`config.mk`:
```
export PLATFORM = sky130hd
export DESIGN_NAME = lru_victim_watch
export DESIGN_NICKNAME = d
export VERILOG_FILES = /design/src/rtl/lru_watch_pkg.sv /design/src/rtl/lru_watch_latch.sv /design/src/rtl/lru_used_flags.sv /design/src/rtl/lru_victim_judge.sv /design/src/rtl/lru_victim_watch.sv
export SDC_FILE = /design/constraint.sdc
export NUM_CORES = 1
export LEC_CHECK = 0
export BUFFER_PORTS_ARGS = -buffer_cell sky130_fd_sc_hd__buf_2
export CAP_MARGIN = 10
export CORE_AREA = 2 2 39 41
export CTS_CLUSTER_SIZE = 30
export DETAILED_ROUTE_END_ITERATION = 10
export DIE_AREA = 0 0 41 43
export REMOVE_ABC_BUFFERS = 1
export SLEW_MARGIN = 5
export SYNTH_ARGS = -nofsm -noshare
export SYNTH_HDL_FRONTEND = slang
export SYNTH_SLANG_ARGS = --single-unit
```
`constraint.sdc`:
```
create_clock -name clk -period 1.03 [get_ports clk]
set_input_delay 0.206 -clock clk [delete_from_list [all_inputs] [get_ports clk]]
set_output_delay 0.206 -clock clk [all_outputs]
set_load 0.05 [all_outputs]
```
`src/rtl/lru_watch_pkg.sv`:
```
package lru_watch_pkg;

   typedef enum logic {
      PH_IDLE  = 1'b0,
      PH_ARMED = 1'b1
   } watch_phase_e;

   function automatic int unsigned idx_width(input int unsigned ways);
      return (ways > 1) ? $clog2(ways) : 1;
   endfunction

endpackage

```
`src/rtl/lru_watch_latch.sv`:
```
module lru_watch_latch
   import lru_watch_pkg::*;
#(
   parameter int unsigned WAYS  = 4,
   parameter int unsigned IDX_W = 2
) (
   input  logic             clk,
   input  logic             rst_n,
   input  logic [IDX_W-1:0] sel,
   output logic             armed,
   output logic [IDX_W-1:0] watch_idx,
   output logic [WAYS-1:0]  watch_oh
);

   localparam int unsigned SPAN = 1 << IDX_W;

   watch_phase_e     phase_q;
   logic [IDX_W-1:0] idx_q;
   logic [IDX_W-1:0] folded;

   generate
      if (SPAN == WAYS) begin : g_direct
         assign folded = sel;
      end else begin : g_fold
         assign folded = (sel >= IDX_W'(WAYS)) ? (sel - IDX_W'(WAYS)) : sel;
      end
   endgenerate

   always_ff @(posedge clk) begin
      if (!rst_n) begin
         phase_q <= PH_IDLE;
         idx_q   <= '0;
      end else if (phase_q == PH_IDLE) begin
         phase_q <= PH_ARMED;
         idx_q   <= folded;
      end
   end

   assign armed     = (phase_q == PH_ARMED);
   assign watch_idx = idx_q;

   generate
      for (genvar w = 0; w < WAYS; w++) begin : g_oh
         assign watch_oh[w] = armed && (idx_q == IDX_W'(w));
      end
   endgenerate

   // watched index frozen once armed
   p_hold_r2 : assert property (@(posedge clk) disable iff (!rst_n)
      armed |=> $stable(watch_idx));

   // watched index always names a real way
   p_range_r2 : assert property (@(posedge clk) disable iff (!rst_n)
      armed |-> ({1'b0, watch_idx} < (IDX_W+1)'(WAYS)));

endmodule

```
`src/rtl/lru_used_flags.sv`:
```
module lru_used_flags #(
   parameter int unsigned WAYS  = 4,
   parameter int unsigned IDX_W = 2
) (
   input  logic             clk,
   input  logic             rst_n,
   input  logic             armed,
   input  logic             acc_vld,
   input  logic [IDX_W-1:0] acc_idx,
   input  logic [WAYS-1:0]  watch_oh,
   output logic [WAYS-1:0]  used
);

   logic [WAYS-1:0] acc_dec;
   logic [WAYS-1:0] used_q;
   logic            watch_hit;

   generate
      for (genvar w = 0; w < WAYS; w++) begin : g_way
         assign acc_dec[w] = acc_vld && (acc_idx == IDX_W'(w));

         always_ff @(posedge clk) begin
            if (!rst_n) begin
               used_q[w] <= 1'b0;
            end else if (armed) begin
               if (watch_hit) begin
                  used_q[w] <= 1'b0;
               end else if (acc_dec[w] && !watch_oh[w]) begin
                  used_q[w] <= 1'b1;
               end
            end
         end
      end
   endgenerate

   assign watch_hit = |(acc_dec & watch_oh);
   assign used      = used_q;

   // touching the watched way empties every mark
   p_clear_r5 : assert property (@(posedge clk) disable iff (!rst_n)
      (armed && |(acc_dec & watch_oh)) |=> (used == '0));

   // touching another way leaves its mark set
   p_set_r4 : assert property (@(posedge clk) disable iff (!rst_n)
      (armed && (acc_dec != '0) && !(|(acc_dec & watch_oh))) |=> |(used & $past(acc_dec)));

   // the watched position is never marked
   p_own_r4 : assert property (@(posedge clk) disable iff (!rst_n)
      armed |-> !(|(used & watch_oh)));

   // nothing is marked while arming
   p_arm_r3 : assert property (@(posedge clk) disable iff (!rst_n)
      !armed |=> (used == '0));

endmodule

```
`src/rtl/lru_victim_judge.sv`:
```
module lru_victim_judge #(
   parameter int unsigned WAYS  = 4,
   parameter int unsigned IDX_W = 2
) (
   input  logic             clk,
   input  logic             rst_n,
   input  logic             armed,
   input  logic             vic_vld,
   input  logic [IDX_W-1:0] vic_idx,
   input  logic [IDX_W-1:0] watch_idx,
   input  logic [WAYS-1:0]  watch_oh,
   input  logic [WAYS-1:0]  used,
   output logic             err
);

   logic covered;
   logic vic_on_watch;
   logic err_q;

   assign covered      = &(used | watch_oh);
   assign vic_on_watch = armed && vic_vld && (vic_idx == watch_idx);

   always_ff @(posedge clk) begin
      if (!rst_n) begin
         err_q <= 1'b0;
      end else if (vic_on_watch && !covered) begin
         err_q <= 1'b1;
      end
   end

   assign err = err_q;

   // early eviction of the watched way is reported
   p_flag_r6 : assert property (@(posedge clk) disable iff (!rst_n)
      (armed && vic_vld && (vic_idx == watch_idx) && !(&(used | watch_oh))) |=> err);

   // error holds until reset
   p_sticky_r9 : assert property (@(posedge clk) disable iff (!rst_n)
      err |=> err);

   // the arming cycle cannot raise the error
   p_quiet_r3 : assert property (@(posedge clk) disable iff (!rst_n)
      !armed |=> !err);

endmodule

```
`src/rtl/lru_victim_watch.sv`:
```
module lru_victim_watch
   import lru_watch_pkg::*;
#(
   parameter int unsigned WAYS  = 4,
   parameter int unsigned IDX_W = idx_width(WAYS)
) (
   input  logic             clk,
   input  logic             rst_n,
   input  logic [IDX_W-1:0] watch_sel,
   input  logic             acc_vld,
   input  logic [IDX_W-1:0] acc_idx,
   input  logic             vic_vld,
   input  logic [IDX_W-1:0] vic_idx,
   output logic             err
);

   generate
      if (WAYS < 2) begin : g_bad_ways
         $error("lru_victim_watch: WAYS must be at least 2");
      end
      if ((1 << IDX_W) < WAYS) begin : g_bad_width
         $error("lru_victim_watch: IDX_W too narrow for WAYS");
      end
   endgenerate

   logic             armed;
   logic [IDX_W-1:0] watch_idx;
   logic [WAYS-1:0]  watch_oh;
   logic [WAYS-1:0]  used;

   lru_watch_latch #(.WAYS(WAYS), .IDX_W(IDX_W)) u_latch (
      .clk       (clk),
      .rst_n     (rst_n),
      .sel       (watch_sel),
      .armed     (armed),
      .watch_idx (watch_idx),
      .watch_oh  (watch_oh)
   );

   lru_used_flags #(.WAYS(WAYS), .IDX_W(IDX_W)) u_flags (
      .clk      (clk),
      .rst_n    (rst_n),
      .armed    (armed),
      .acc_vld  (acc_vld),
      .acc_idx  (acc_idx),
      .watch_oh (watch_oh),
      .used     (used)
   );

   lru_victim_judge #(.WAYS(WAYS), .IDX_W(IDX_W)) u_judge (
      .clk       (clk),
      .rst_n     (rst_n),
      .armed     (armed),
      .vic_vld   (vic_vld),
      .vic_idx   (vic_idx),
      .watch_idx (watch_idx),
      .watch_oh  (watch_oh),
      .used      (used),
      .err       (err)
   );

   // error is low in the first cycle after reset
   p_reset_r1 : assert property (@(posedge clk)
      !rst_n |=> !err);

endmodule

```
Word-level counts from Yosys, hierarchy flattened
Cells that the tools add are included.
{"block": "word_totals", "register_bits": 8, "in_bits": 10, "wordCells": 57}
{"block": "classes", "n_eq_ne": 7, "mux": 9, "bitwise_logic": 2, "n_reduce_logical": 32}
{"operator": "$logic_and 1x1->1", "n": 15}
{"operator": "$mux 1", "n": 9}
{"operator": "$eq 2x2->1 const B", "n": 4}
{"operator": "$reduce_and 2->1", "n": 4}
{"operator": "$reduce_bool 2->1", "n": 4}
{"operator": "$logic_not 1->1", "n": 5}
{"operator": "$and 4x4->4", "n": 1}
{"operator": "$eq 2x1->1 const B", "n": 2}
{"operator": "$logic_not 2->1", "n": 2}
{"operator": "$or 4x4->4", "n": 1}
{"operator": "$reduce_and 4->1", "n": 1}
{"operator": "$reduce_or 4->1", "n": 1}
{"operator": "$eq 2x2->1", "n": 1}

Logic depth before layout (Yosys ltp)
{"block": "logic_depth", "depth_word": 6, "depth_mapped": 5}

Modules after synthesis
Synthesis repeated with hierarchy kept, for this count alone.
{"block": "hier_totals", "hier_cells": 43, "area_unflattened_um2": 377.9}
{"mod": "lru_used_flags", "n_inst": 1, "cells_each": 22, "area_each_um2": 183.9}
{"mod": "lru_watch_latch", "n_inst": 1, "cells_each": 12, "area_each_um2": 122.6}
{"mod": "lru_victim_judge", "n_inst": 1, "cells_each": 9, "area_each_um2": 71.3}

Worst setup path after synthesis
Ideal clock, no wire load.
{"block": "synth_timing", "path_kind": "reg2reg", "startpoint": "register u_latch.idx_q[0], in the netlist u_latch.watch_idx[0]", "endpoint": "register u_flags.used_q[0], in the netlist u_flags.used[0]", "setup_ns": 0.145, "t_arrival_ns": 0.979, "required_time_ns": 0.885, "slack_ns": -0.093, "path_stages_with_launch": 5, "period_less_slack_ns": 1.123, "path_cell_list": "dfxtp_1 buf_6 xor2_2 o32ai_2 a221oi_1"}
{"block": "synth_between", "elab_chain_cells": 6}
{"element": "from (decl)", "line_no": "lru_watch_latch.sv:18", "text": "logic [IDX_W-1:0] idx_q;"}
{"element": "from (signal assigned)", "line_no": "lru_watch_latch.sv:35", "text": "idx_q <= folded;"}
{"element": "$eq 2x1->1, or another cell as far along", "line_no": "lru_watch_latch.sv:44", "text": "assign watch_oh[w] = armed && (idx_q == IDX_W'(w));"}
{"element": "$logic_and 1x1->1", "line_no": "lru_watch_latch.sv:44"}
{"element": "$and 4x4->4 or $logic_not 1->1 (tied branches)", "line_no": "lru_used_flags.sv:36, lru_used_flags.sv:28"}
{"element": "$reduce_or 4->1 or $logic_and 1x1->1 (tied branches)", "line_no": "lru_used_flags.sv:36, lru_used_flags.sv:28"}
{"element": "$reduce_bool 2->1 (no source line)"}
{"element": "$reduce_and 2->1 (no source line)"}
{"element": "to (signal, indexed assignment)", "line_no": "lru_used_flags.sv:24", "text": "used_q[w] <= 1'b0;"}
{"element": "to (signal, indexed assignment)", "line_no": "lru_used_flags.sv:27", "text": "used_q[w] <= 1'b0;"}
{"element": "to (signal, indexed assignment)", "line_no": "lru_used_flags.sv:29", "text": "used_q[w] <= 1'b1;"}
{"element": "to (decl)", "line_no": "lru_used_flags.sv:15", "text": "logic [WAYS-1:0] used_q;"}
Parallel ways exist; a longest one is shown, timed or not.
A chain may end at the register's enable or synchronous reset.

Worst setup path in the final report
{"block": "layout_timing", "startpoint": "register u_latch.idx_q[0], in the netlist u_latch.watch_idx[0]", "endpoint": "register u_flags.used_q[2], in the netlist u_flags.used[2]"}
The elaborated chain is that of the path after synthesis.

==> metrics.txt <==
status=finished, violations left; failing checks=setup timing; cell row count=14; HP Start=rst_n; Hold Crit Class=in2reg; Final min period=1.13 ns; CP max-delay cell=dfxtp_4; commonest non-fill, non-tap cells in the layout=buf_4 (15), buf_2 (9), dfxtp_1 (4), inv_1 (3), clkbuf_4 (3); Setup violations, final=5; GPL Wtd Cong=0.815; Congestion Overflow GR=0; drt total wl=1140 um; Yosys reg bits=8; CTS tree=done; Post-synth EDFFs=0; placed cells=83; CP Launch Type=flop; Worst Path Required=1.15 ns; Worst Hold Path Cells=1; CP top delay family=compound AO/OA/AOI/OAI gates; vias in the first global route=417; number of diodes=0; Port Buf Inserts=10; synth warn=0; Max IR drop VDD=0.657 mV; commonest non-fill, non-tap cell in the layout=buf_4; Pwr Density=1070 nW/um2; vias=472; antenna-violating nets left=0; Arr. time, crit path=1.25 ns; Final Skew=0.00721 ns; DRC Markers=0; CTS clk-pin slew, worst paths=0.06 ns; period utilization=1.10; Synth Flop Type=dfxtp_1; RSZ-0062 raised after global routing=yes; die width=41 um; Yosys cell types=25; DP Worst Slack=-0.256 ns; cell count after synthesis=46; initial antenna violation count=0; syn_area_per_cell=10.3 um2; measured slew at the worst slew-check pin=0.362 ns; Pleak=0.296 nW; 1st-iter DRT viols=6; Fin. Hold Viols=0; fin util=0.511; clk_lat worst skew=0.26 ns; die area=1760 um2; max-slew violations=0; Crit path largest cell delay=0.38 ns; non-filler cells, final=86; sequential cell area fraction in the yosys report=0.338; CTS Hold Bufs=0; critical path capture point type=flop; CP Cell Sequence=xor2_2 > o32ai_4 > a221oi_1; asr flop ratio synth=0; wire per inst=13.2 um; Core Footprint=1380 um2; crit path kind=reg2reg; Reg-to-Reg End=u_flags.used[2]$_SDFFE_PN0P_; reg2reg path depth=3; Slew Limit Headroom=0.758; Syn Std Cell Area=474 um2; Starting Density=0.343; Layout Nets=82; total CTS buffers=3; GRT Util Overall=0.147; Hold Path Sink=u_latch.armed$_DFF_P_; post-route setup slack=-0.103 ns; clock sinks=8; highest clock rate=0.882 GHz; DR pass1 iterations=4; CTS root buf=clkbuf_4; Area growth, synth to finish=49.1%; WP buf/inv=0; max cap viols=0; H-tree depth=1; layout cells sized above 1=0.586; global-route wire length before repair=1750 um; reg2reg setup slack=-0.10 ns; hpwl dp=843 um; largest net degree at the start of global routing=9; IO Pins=11; Avg Vias per Cell=5.49; r2r startpoint=u_latch.watch_idx[0]$_SDFFE_PN0N_; crit path max fanout=8; Die Ht=43 um; Longest Clk Path Bufs=2
-- worst max path at each step --
stage                                           start                           end  slack, ns  cells past startpoint
detailed placement  u_latch.watch_idx[0]$_SDFFE_PN0N_  u_flags.used[2]$_SDFFE_PN0P_      -0.26                      3
floorplan           u_latch.watch_idx[0]$_SDFFE_PN0N_      u_judge.err$_SDFFE_PN0P_      -0.21                      3
finish              u_latch.watch_idx[0]$_SDFFE_PN0N_  u_flags.used[2]$_SDFFE_PN0P_      -0.10                      3
global placement    u_latch.watch_idx[0]$_SDFFE_PN0N_  u_flags.used[0]$_SDFFE_PN0P_      -0.26                      3
CTS                 u_latch.watch_idx[1]$_SDFFE_PN0N_  u_flags.used[2]$_SDFFE_PN0P_      -0.08                      4
global route        u_latch.watch_idx[1]$_SDFFE_PN0N_  u_flags.used[1]$_SDFFE_PN0P_      -0.15                      3
-- layout make-up --
class | instances | area (um2)
Fill cell | 126 | 677
Multi-Input combinational cell | 30 | 310
Sequential cell | 8 | 170
Clock buffer | 3 | 22.5
Timing Repair Buffer | 25 | 169
Inverter | 4 | 15.0
Tap cell | 16 | 20.0
-- cell families (layout without fill, tap and decap cells) --
| kind of cell | Yosys count | after routing | synth area share |
|---|---|---|---|
| AOI/OAI and AO/OA | 15 | 15 | 0.306 |
| xor gates and xnor gates | 3 | 3 | 0.0713 |
| buffers and inverters | 8 | 32 | 0.103 |
| DFF | 8 | 8 | 0.338 |
| muxes | 3 | 3 | 0.0739 |
| and+or+nand+nor | 9 | 9 | 0.108 |
-- cells in the mapped netlist (all sizes together), types with 2 or more instances --
library cell / count / area (um2)
inv: 4 / 15.0
a221oi: 2 / 17.5
nand2b: 2 / 12.5
xnor2: 2 / 17.5
o2111ai: 2 / 17.5
dfxtp: 8 / 160
a41oi: 2 / 17.5
mux2i: 2 / 20.0
a211oi: 2 / 15.0
buf: 4 / 33.8
nand2: 3 / 11.3
-- state kept, by name, summed over array words and instances, names as in the netlist --
register,flops
u_flags.used,4
u_latch.watch_idx,2
u_judge.err,1
u_latch.armed,1
-- routing by layer --
layer  part of all wire  global-route usage  up-vias
met5                  0                   0        -
met2               0.50               0.225       19
met4              0.019               0.100        0
met3              0.059              0.0157        4
li1                   -                   -      223
met1               0.42               0.182      226
-- through the flow --
stage / cell area, um2 / setup TNS, ns / total power [mW] / hold slack [ns]
after floorplan: 440 / -0.831 / 0.414 / 0.234
final: 707 / -0.450 / 0.754 / 0.138
after global placement: 623 / -1.20 / 0.494 / 0.388
after global routing: 707 / -0.657 / 0.789 / 0.137
after detailed placement: 623 / -1.25 / 0.493 / 0.385
after CTS: 694 / -0.372 / 0.752 / 0.141
-- report_power, final --
part | total, mW | leakage [nW] | switching, mW | internal (mW)
logic | 0.175 | 0.215 | 0.0813 | 0.0935
clock network | 0.242 | 0.0138 | 0.109 | 0.133
registers | 0.337 | 0.0673 | 0.0150 | 0.322
-- what timing repair did --
| item | CTS | global route |
|---|---|---|
| buffers inserted | 0 | 0 |
| gates resized for setup | 10 | 5 |
| pin swaps | 2 | 0 |
| setup endpoints to repair | 6 | 6 |
No activity file was read; power rests on OpenSTA's default activity.
